--- src/rtl/quad_irq_pkg.sv ---
package quad_irq_pkg;
  localparam int NCH = 4;

  typedef struct packed {
    logic           intel;
    logic           force_on;
    logic [NCH-1:0] irq;
    logic [NCH-1:0] gate;
    logic [NCH-1:0] txrdy_n;
    logic [NCH-1:0] rxrdy_n;
  } irq_in_t;

  // Active-low flags: the merged flag is low when any channel is low.
  function automatic logic merge_low(input logic [NCH-1:0] flags);
    return &flags;
  endfunction

  function automatic logic any_set(input logic [NCH-1:0] v);
    return |v;
  endfunction
endpackage

--- src/rtl/qirq_inreg.sv ---
module qirq_inreg
  import quad_irq_pkg::*;
(
  input  logic    clk,
  input  logic    rst_n,
  input  irq_in_t d,
  output irq_in_t q
);
  localparam irq_in_t RST_VAL = '{intel: 1'b1, force_on: 1'b0,
                                  irq: '0, gate: '0,
                                  txrdy_n: '1, rxrdy_n: '1};

  logic cap_valid;

  always_ff @(posedge clk or negedge rst_n) begin
    if (!rst_n) begin
      q         <= RST_VAL;
      cap_valid <= 1'b0;
    end else begin
      q         <= d;
      cap_valid <= 1'b1;
    end
  end

  // registered state is exactly the previous edge's inputs
  p_one_stage_r10: assert property (@(posedge clk) disable iff (!rst_n)
    cap_valid |-> (q == $past(d)));
endmodule

--- src/rtl/qirq_lane.sv ---
module qirq_lane (
  input  logic intel,
  input  logic force_on,
  input  logic gate,
  input  logic irq,
  input  logic moto_oe,
  output logic data,
  output logic oe
);
  always_comb begin
    if (intel) begin
      data = irq;
      oe   = force_on | gate;
    end else begin
      data = 1'b0;
      oe   = moto_oe;
    end
  end
endmodule

--- src/rtl/qirq_rdy_merge.sv ---
module qirq_rdy_merge
  import quad_irq_pkg::*;
(
  input  logic [NCH-1:0] txrdy_n,
  input  logic [NCH-1:0] rxrdy_n,
  output logic           dev_txrdy_n,
  output logic           dev_rxrdy_n
);
  assign dev_txrdy_n = merge_low(txrdy_n);
  assign dev_rxrdy_n = merge_low(rxrdy_n);
endmodule

--- src/rtl/quad_irq_pin_router.sv ---
module quad_irq_pin_router
  import quad_irq_pkg::*;
(
  input  logic           clk,
  input  logic           rst_n,
  input  logic           bus_intel,
  input  logic           irq_force,
  input  logic [NCH-1:0] chan_irq,
  input  logic [NCH-1:0] chan_gate,
  input  logic [NCH-1:0] chan_txrdy_n,
  input  logic [NCH-1:0] chan_rxrdy_n,
  output logic [NCH-1:0] pin_data,
  output logic [NCH-1:0] pin_oe,
  output logic           dev_txrdy_n,
  output logic           dev_rxrdy_n,
  output logic           cfg_err
);
  irq_in_t in_d, in_q;
  logic    shared_req;
  logic [NCH-1:0] lane_moto_oe;

  assign in_d = '{intel: bus_intel, force_on: irq_force, irq: chan_irq,
                  gate: chan_gate, txrdy_n: chan_txrdy_n, rxrdy_n: chan_rxrdy_n};

  qirq_inreg u_inreg (.clk(clk), .rst_n(rst_n), .d(in_d), .q(in_q));

  assign shared_req = any_set(in_q.irq);

  for (genvar i = 0; i < NCH; i++) begin : g_lane
    // Pin 0 carries the shared request; the rest are held driven low.
    if (i == 0) begin : g_shared
      assign lane_moto_oe[i] = shared_req;
    end else begin : g_unused
      assign lane_moto_oe[i] = 1'b1;
    end
    qirq_lane u_lane (
      .intel(in_q.intel), .force_on(in_q.force_on), .gate(in_q.gate[i]),
      .irq(in_q.irq[i]), .moto_oe(lane_moto_oe[i]),
      .data(pin_data[i]), .oe(pin_oe[i]));

    // a driven Intel-style pin shows its own channel
    p_own_chan_r1: assert property (@(posedge clk) disable iff (!rst_n)
      (in_q.intel && pin_oe[i]) |-> (pin_data[i] == in_q.irq[i]));
    // ungated lane is released when not forced
    p_gate_off_r2: assert property (@(posedge clk) disable iff (!rst_n)
      (in_q.intel && !in_q.force_on && !in_q.gate[i]) |-> !pin_oe[i]);
  end

  qirq_rdy_merge u_rdy (
    .txrdy_n(in_q.txrdy_n), .rxrdy_n(in_q.rxrdy_n),
    .dev_txrdy_n(dev_txrdy_n), .dev_rxrdy_n(dev_rxrdy_n));

  assign cfg_err = ~in_q.intel & in_q.force_on;

  // forcing keeps every pin driven
  p_force_all_r4: assert property (@(posedge clk) disable iff (!rst_n)
    (in_q.intel && in_q.force_on) |-> (&pin_oe));
  // shared request only ever drives low, and drives when any request
  p_shared_low_r5: assert property (@(posedge clk) disable iff (!rst_n)
    (!in_q.intel && pin_oe[0]) |-> !pin_data[0]);
  p_shared_req_r5: assert property (@(posedge clk) disable iff (!rst_n)
    (!in_q.intel && (in_q.irq != '0)) |-> pin_oe[0]);
  // unused pins held low
  p_unused_low_r6: assert property (@(posedge clk) disable iff (!rst_n)
    !in_q.intel |-> ((pin_oe[NCH-1:1] == '1) && (pin_data[NCH-1:1] == '0)));
  // merged flag low implies some channel low
  p_tx_merge_r7: assert property (@(posedge clk) disable iff (!rst_n)
    !dev_txrdy_n |-> ($countones(in_q.txrdy_n) < NCH));
  p_rx_merge_r8: assert property (@(posedge clk) disable iff (!rst_n)
    !dev_rxrdy_n |-> ($countones(in_q.rxrdy_n) < NCH));
  // error flag never raised in Intel-style mode
  p_err_mode_r9: assert property (@(posedge clk) disable iff (!rst_n)
    in_q.intel |-> !cfg_err);
endmodule

--- config.mk ---
export PLATFORM = sky130hd
export DESIGN_NAME = quad_irq_pin_router
export DESIGN_NICKNAME = d
export VERILOG_FILES = /design/src/rtl/quad_irq_pkg.sv /design/src/rtl/qirq_inreg.sv /design/src/rtl/qirq_lane.sv /design/src/rtl/qirq_rdy_merge.sv /design/src/rtl/quad_irq_pin_router.sv
export SDC_FILE = /design/constraint.sdc
export NUM_CORES = 1
export LEC_CHECK = 0
export BUFFER_PORTS_ARGS = -buffer_cell sky130_fd_sc_hd__buf_2
export CAP_MARGIN = 40
export CORE_MARGIN = 5
export CORE_UTILIZATION = 38
export CTS_CLUSTER_SIZE = 10
export DETAILED_ROUTE_END_ITERATION = 8
export GPL_ROUTABILITY_DRIVEN = 0
export PLACE_DENSITY = 0.79
export SLEW_MARGIN = 25
export SYNTH_ARGS = -nofsm -noshare
export SYNTH_HDL_FRONTEND = slang
export SYNTH_SLANG_ARGS = --single-unit
--- constraint.sdc ---
create_clock -name clk -period 1 [get_ports clk]
set_input_delay 0.2 -clock clk [delete_from_list [all_inputs] [get_ports clk]]
set_output_delay 0.2 -clock clk [all_outputs]
set_load 0.01 [all_outputs]
; Yosys cells after proc, flatten, opt, wreduce, memory -nomap -nowiden
; Cells that the tools add are included.
[classes]
n_mux = 8
bitwise = 6
n_reduce_logical = 3
[op_table]
columns = cell, n
row1 = two-way mux 1 bit, 8
row2 = AND reduction 4 bit, 2
row3 = OR 1 bit, 4
row4 = OR reduction 4 bit, 1
row5 = bitwise AND 1 bit, 1
row6 = NOT 1 bit, 1
[totals]
ff_bits = 18
in_bits = 20
out_inout_bits = 11

; Longest topological paths before layout
; Gate-level depths: netlist of the first run.
[depth]
ltp_word = 2
mapped_depth = 3
mapped_depth_nobuf = 2

; Hierarchy
; A second synthesis of the first run with hierarchy kept.
[unflattened]
hier_cells = 39
hier_area_um2 = 576.8
[modules_own_cells]
columns = mod, instances, cells_per_inst, area_each_um2, seq_area_each_um2
row1 = qirq_inreg, 1, 18, 461.7, 461.7
row2 = qirq_lane, 4, 4, 20.0, 0.0
row3 = qirq_rdy_merge, 1, 2, 17.5, 0.0
row4 = quad_irq_pin_router, 1, 3, 17.5, 0.0

; Worst setup path after synthesis of the first run
; OpenSTA, ideal clock, no wires.
[synth_timing]
path_type = register -> output
start = reg u_inreg.q[17] in the netlist's numbering
end = out pin_oe[1]
arrival_ps = 880
setup_slack_ps = -80
path_stages_with_launch = 4
path_buffers = 1
cell_sequence = dfstp_2 -> and2b_1 -> nand2b_1 -> buf_4
[synth_via]
elab_chain_cells = 1
[synth_lines]
columns = item, line_no
row1 = start: declaration, qirq_inreg.sv:7  ; output irq_in_t q
row2 = start signal: assignment, qirq_inreg.sv:17  ; q <= RST_VAL;
row3 = start signal: assignment, qirq_inreg.sv:20  ; q <= d;
row4 = two-way mux 1 bit, qirq_lane.sv:11  ; if (intel) begin
row5 = end: declaration, quad_irq_pin_router.sv:13  ; output logic [NCH-1:0] pin_oe,
; Every way passes these cells.

; Worst setup path after layout of the first run
[layout_timing]
start = reg u_inreg.q[17] in the netlist's numbering
end = out pin_oe[3]
; Same word-level chain as after synthesis.

==> results of run 1 <==
## layer usage
layer | global-route usage | wire [um]
met3 | 0.0444 | 125
met2 | 0.153 | 633
met5 | 0 | 0
met1 | 0.0743 | 359
met4 | 0.0638 | 22
## power by group
part           switching [mW]  total, mW  internal (mW)  leakage [nW]
registers              0.0140      0.793          0.779         0.200
clock network           0.197      0.352          0.155        0.0150
logic                  0.0542      0.149         0.0952         0.230
total                   0.265       1.29           1.03         0.444
## critical path, cell delays in order (launching register included)
cell and delay, ns:
dfstp_2 0.58, and2b_1 0.17, nand2b_1 0.06, buf_2 0.14
## metrics by stage
step	instances	setup slack, ns
6_report	98	-0.421
3_5_place_dp	78	-0.114
4_1_cts	87	-0.433
5_1_grt	98	-0.499
3_3_place_gp	78	-0.102
2_1_floorplan	40	-0.0801
## final timing paths
kind / start / to / cells past startpoint
min in group asynchronous: rst_n / u_inreg.q[8] / 2
max in group asynchronous: rst_n / u_inreg.q[17] / 2
hold / removal: chan_irq[2] / u_inreg.q[14] / 1
setup / recovery: u_inreg.q[17] / pin_oe[3] / 3
## cell type report
type	count	area (um^2)
sequential	18	462
tap	16	20.0
multi-input combinational	14	104
timing repair buffer	46	317
clock buffer	4	26.3
fill	123	613
## Yosys cell counts
cell type  count
buf_4          8
and4_1         2
and2_2         1
nor2_1         1
and2b_1        2
mux2i_1        1
nor4_2         1
dfrtp_1        9
and2_1         3
nand2b_1       3
dfstp_2        9
## kinds of logic after synthesis
logic type / synth area share
simple gates: 0.150
buf+inv: 0.0960
flops: 0.738
mux: 0.0160
## timing repair
item	CTS	global route
setup endpoints to repair	11	11
resized for setup	1	0
hold buffers	5	11
pin swaps	0	2
hold endpoints to repair	13	11
## layout by cell type, fill, tap and decap left out
cell type,Yosys,layout
buf_2,0,29
dlygate4sd3_1,0,16
dfstp_2,9,9
dfrtp_1,9,9
nand2b_1,3,3
and2_1,3,3
clkbuf_4,0,3
and2b_1,2,2
and4_1,2,2
and2_2,1,1
nor4_2,1,1
nor2_1,1,1
mux2i_1,1,1
clkbuf_1,0,1
buf_6,0,1
==> flow_summary.json, run 1 <==
{
  "num_antenna_cells": 0,
  "synth_top_area_share": 0.378,
  "die_h_um": 50.6,
  "critPathMaxFanout": 7,
  "setup_ws_ns": -0.421,
  "fin_util": 0.602,
  "clk_pin_slew_ns": 0.09,
  "drt_iter0_drc": 1,
  "cts_buffer_depth": 2,
  "start_util": 0.406,
  "synth_area_leaders": "dfstp_2 (38%), dfrtp_1 (36%), buf_4 (9.6%), and2_1 (3.0%), nand2b_1 (3.0%)",
  "die-area_um2": 2560,
  "netlist-cell-type-count": 11,
  "hold_ws_ns": 0.0213,
  "period_minus_slack_ns": 1.42,
  "post_cts_buffers": 0,
  "root_buffer": "clkbuf_4",
  "synth_area_per_cell_um2": 15.6,
  "dr.pass1.iters": 2,
  "drive_gt1_frac": 0.537,
  "peakVddDrop_v": 0.00109,
  "place.port_buffers": 30,
  "power.density_nw_per_um2": 1390,
  "grt_pass1_wl_um": 1640,
  "start_kind": "flip-flop",
  "area_delta_synth_final_pct": 48.4,
  "fp.dieW_um": 50.6,
  "period_share": 1.42,
  "violations": "negative setup slack",
  "critPathCaptureType": "output pin",
  "grt_usage": 0.0876,
  "num_vias": 408,
  "ys_ff_latch": 18,
  "vias_per_cell": 4.16,
  "maxCapViolCount": 0,
  "final_area_um2": 928,
  "synth_nets": 60,
  "cts_max_level": 1,
  "fmax_mhz": 704,
  "ant_nets": 0,
  "largest_register": "u_inreg.q",
  "drv_slew": 0,
  "fin_nets": 103,
  "grt_pass1_vias": 412,
  "syn_area_um2": 626,
  "worstPathRequired_ns": 0.80,
  "top_regs": "u_inreg.q: 18 flops",
  "drc": 0,
  "cts_tree": "done",
  "cp.arrival_ns": 1.22,
  "setup_tns_ns": -3.90,
  "ios": 31,
  "drt-total-wl_um": 1140,
  "slew_headroom": 0.767,
  "tightest_slew_ns": 0.350,
  "grt_max_degree": 19,
  "core-area_um2": 1540,
  "worstSetupPathType": "reg -> out",
  "rsz0062_at_grt": "yes",
  "netlist.top_cell.by_area": "dfstp_2",
  "cts_inserted_buffers": 3,
  "antenna_found_initial": 0,
  "overflow": 0,
  "row_count": 14,
  "hold_viol_final": 0,
  "yosysSeqAreaShare": 0.738,
  "yosysWarnings": 0,
  "power_mw": 1.29,
  "p_leak_nw": 0.444,
  "status": "finished, violations left",
  "largest_reg_flops": 18,
  "wl_per_cell_um": 11.6,
  "finalSetupViolCount": 11,
  "synth_cells": 40,
  "placed_cell_area_um2": 736,
  "worst_hold_path_type": "in -> reg",
  "cts_sinks": 18
}
Power figures use the tool's default switching activity.
==> inputs of run 2 (changes only) <==
CORE_UTILIZATION = 40   (was 38)
TNS_END_PERCENT = 5   (was default)
clock period = 1.7 ns   (was 1 ns; I/O delays follow)
==> run 2 against run 1 <==
The run now ends clean. Global-route usage is 0.16 points lower. Routed wire length down 20%. Non-clock buffer count is 15 lower. Combinational power is 61% lower. Critical path depth unchanged.
==> flow_summary.json, run 2 (synthesis results as in run 1) <==
{
  "worst_hold_path_type": "in -> reg",
  "grt_max_degree": 19,
  "worstSetupPathType": "reg -> out",
  "die_h_um": 49.5,
  "die-area_um2": 2450,
  "drt-total-wl_um": 917,
  "setup_tns_ns": 0,
  "maxCapViolCount": 0,
  "hold_viol_final": 0,
  "grt_pass1_wl_um": 1510,
  "fmax_mhz": 641,
  "critPathMaxFanout": 7,
  "cp.arrival_ns": 1.22,
  "cts_tree": "done",
  "cts_resized": 0,
  "antenna_found_initial": 0,
  "mostFrequentLayoutCells": "buf_2 (30), dfstp_2 (9), dfrtp_1 (9)",
  "period_share": 0.918,
  "drv_slew": 0,
  "fin_nets": 88,
  "largest_register": "u_inreg.q",
  "row_count": 14,
  "largest_reg_flops": 18,
  "n_fill_cell": 137,
  "area_delta_synth_final_pct": 25.0,
  "drc": 0,
  "postCtsHoldBufs": 1,
  "ant_nets": 0,
  "overflow": 0,
  "tightest_slew_ns": 0.354,
  "num_antenna_cells": 0,
  "hold_ws_ns": 0.141,
  "cts_inserted_buffers": 3,
  "cts_buffer_depth": 2,
  "wl_per_cell_um": 11.0,
  "cts_max_level": 1,
  "worstPathRequired_ns": 1.36,
  "top_regs": "u_inreg.q: 18 flops",
  "status": "complete, no violations",
  "power.density_nw_per_um2": 990,
  "rsz0062_at_grt": "no",
  "clk_pin_slew_ns": 0.10,
  "start_util": 0.420,
  "post_cts_buffers": 0,
  "slew_headroom": 0.764,
  "post-dp-hpwl_um": 740,
  "place.port_buffers": 30,
  "seqCellArea_um2": 462,
  "drive_gt1_frac": 0.672,
  "vias_per_cell": 4.30,
  "multi_input_area_um2": 104,
  "dr.pass1.iters": 1,
  "p_leak_nw": 0.386,
  "fp.dieW_um": 49.5,
  "finalSetupViolCount": 0,
  "start_kind": "flip-flop",
  "period_minus_slack_ns": 1.56,
  "root_buffer": "clkbuf_4",
  "final_common_cell": "buf_2",
  "critPathCaptureType": "output pin",
  "grt_pass1_vias": 389,
  "core-area_um2": 1490,
  "power_mw": 0.774,
  "num_vias": 357,
  "cts_sinks": 18,
  "drt_iter0_drc": 0,
  "grt_usage": 0.0861,
  "ios": 31,
  "peakVddDrop_v": 0.000579
}
[run 2: cell types whose count changed in the layout (fill, tap and decap cells not counted), sizes merged]
cell         delta
dlygate4sd3    -15
[run 2: final timing paths]
| path | depth (start not counted) | endpoint | slack, ns | startpoint |
|---|---|---|---|---|
| setup / recovery | 3 | pin_oe[1] | 0.14 | u_inreg.q[17] |
| hold / removal | 1 | u_inreg.q[2] | 0.14 | chan_rxrdy_n[2] |
| min in group asynchronous | 2 | u_inreg.q[16] | 0.49 | rst_n |
| max in group asynchronous | 2 | u_inreg.q[17] | 0.90 | rst_n |
[run 2: routing by layer]
layer,up-vias,routed length (um),part of all wire,track usage
li1,173,-,-,-
met1,162,326,0.36,0.0832
met2,22,455,0.50,0.119
met3,0,134,0.15,0.0602
met4,0,0,0,0.0786
met5,-,0,0,0
[run 2: area by class of cell]
cell class,instances,area share
flip-flops and latches,18,0.590
repair buffers,31,0.205
multi-input cells,14,0.133
clock buffers,4,0.0464
well taps,16,0.0256
[run 2: per-stage QoR]
step           utilization  setup slack (ns)  cells  cell area [um^2]
2_1_floorplan            -             0.480     40               626
4_1_cts              0.525             0.112     83               782
3_3_place_gp         0.494             0.464     78               736
6_report             0.525             0.139     83               782
5_1_grt              0.525            0.0231     83               782
3_5_place_dp         0.494             0.440     78               736
[run 2: power breakdown]
part | switching [mW] | leakage [nW] | internal (mW)
Combinational | 0.0257 | 0.166 | 0.0321
Clock | 0.119 | 0.0210 | 0.130
Sequential | 0.00850 | 0.200 | 0.458
[run 2: critical path: stages, from the launching register on]
cell	delay, ns
dfstp_2	0.58
and2b_1	0.17
nand2b_1	0.06
buf_2	0.13
==> inputs of run 3 (changes only) <==
BUFFER_PORTS_ARGS = -buffer_cell sky130_fd_sc_hd__buf_4   (was -buffer_cell sky130_fd_sc_hd__buf_2)
==> run 3 against run 2 <==
Worst hold slack better by 0.011 ns. Total power is 3.0% lower. Maximum frequency is 0.77% lower. Critical path depth stayed put.
==> flow_summary.json, run 3 (synthesis results as in run 1) <==
{
  "grt_pass1_wl_um": 1560,
  "start_kind": "flip-flop",
  "period_share": 0.925,
  "grt_pass1_vias": 396,
  "holdCritStartpoint": "chan_rxrdy_n[2]",
  "ios": 31,
  "ant_nets": 0,
  "clkPwrFrac": 0.277,
  "dr.pass1.iters": 1,
  "power.switching_mw": 0.151,
  "cts_max_level": 1,
  "power_mw": 0.751,
  "mostFrequentLayoutCells": "buf_4 (30), dfstp_2 (9), dfrtp_1 (9)",
  "grt_max_degree": 19,
  "final_area_um2": 847,
  "power.density_nw_per_um2": 886,
  "clk_pin_slew_ns": 0.09,
  "hold_viol_final": 0,
  "cp.arrival_ns": 1.23,
  "finalSetupViolCount": 0,
  "die_h_um": 49.5,
  "area_delta_synth_final_pct": 35.4,
  "p_int_mw": 0.599,
  "cts_buffer_depth": 2,
  "worstPathRequired_ns": 1.36,
  "status": "complete, no violations",
  "die-area_um2": 2450,
  "worstSetupPathType": "reg -> out",
  "drive_gt1_frac": 0.657,
  "peakVddDrop_v": 0.000491,
  "overflow": 0,
  "grt_usage": 0.0860,
  "drt_iter0_drc": 0,
  "switching_share": 0.201,
  "start_util": 0.420,
  "top_regs": "u_inreg.q: 18 flops",
  "drt-total-wl_um": 904,
  "placed_cell_area_um2": 811,
  "post-dp-hpwl_um": 723,
  "slew_headroom": 0.871,
  "seq_power_share": 0.621,
  "largest_register": "u_inreg.q",
  "final_common_cell": "buf_4",
  "maxCapViolCount": 0,
  "p_leak_nw": 0.405,
  "period_minus_slack_ns": 1.57,
  "rsz0062_at_grt": "no",
  "root_buffer": "clkbuf_4",
  "num_vias": 367,
  "antenna_found_initial": 0,
  "setup_tns_ns": 0,
  "core-area_um2": 1490,
  "tightest_slew_ns": 0.192,
  "fp.dieW_um": 49.5,
  "p_comb_frac": 0.102,
  "drv_slew": 0,
  "critPathMaxFanout": 7,
  "worst_hold_path_type": "in -> reg",
  "place.port_buffers": 30,
  "crit_start": "u_inreg.q[17]",
  "critPathCaptureType": "output pin",
  "wl_per_cell_um": 10.9,
  "cts_sinks": 18,
  "fin_nets": 88,
  "vias_per_cell": 4.42,
  "row_count": 14,
  "cts_inserted_buffers": 3,
  "drc": 0,
  "post_cts_buffers": 0,
  "cts_tree": "done",
  "fmax_mhz": 636,
  "largest_reg_flops": 18,
  "num_antenna_cells": 0
}
==> run 3: cell type report <==
type                    instances  area [um^2]
flip-flops and latches         18          462
repair buffers                 31          235
multi-input cells              14          104
clock buffers                   4         26.3
well taps                      16         20.0
fillers                       126          642
==> run 3: power groups by stage <==
| stage | Clock, mW | Combinational, mW | Sequential [mW] |
|---|---|---|---|
| finish | 0.208 | 0.0765 | 0.466 |
| global placement | 0 | 0.0756 | 0.473 |
| detailed placement | 0 | 0.0766 | 0.474 |
| global route | 0.242 | 0.0846 | 0.469 |
| floorplan | 0 | 0.0304 | 0.472 |
| CTS | 0.218 | 0.0785 | 0.467 |
==> run 3: worst paths after layout <==
path	endpoint	cells after the start	slack [ns]
max in group asynchronous	u_inreg.q[17]	2	1.02
min in group asynchronous	u_inreg.q[16]	2	0.43
worst min-delay path	u_inreg.q[2]	1	0.15
worst max-delay path	pin_oe[2]	3	0.13
==> run 3: per-layer routing <==
layer	GRT usage	part of all wire
met1	0.0907	0.36
met2	0.125	0.47
met3	0.0301	0.12
met4	0.0917	0.049
met5	0	0
==> run 3: timing repair <==
item / 4_1_cts / 5_1_grt
gates resized for setup: 0 / 0
hold buffers: 1 / 0
endpoints found under the hold margin: 9 / 0
==> run 3: metrics by stage <==
stage	util	cells	worst slack (ns)	hold slack, ns
after floorplan	-	40	0.480	0.0444
after global placement	0.545	78	0.454	0.205
after detailed placement	0.545	78	0.425	0.208
after CTS	0.569	83	0.104	0.140
after global routing	0.569	83	0.0359	0.127
final	0.569	83	0.127	0.151
==> run 3: critical path, cell delays in order (launching register included) <==
cell      delay [ns]
dfstp_2         0.58
and2b_1         0.17
nand2b_1        0.06
buf_4           0.14
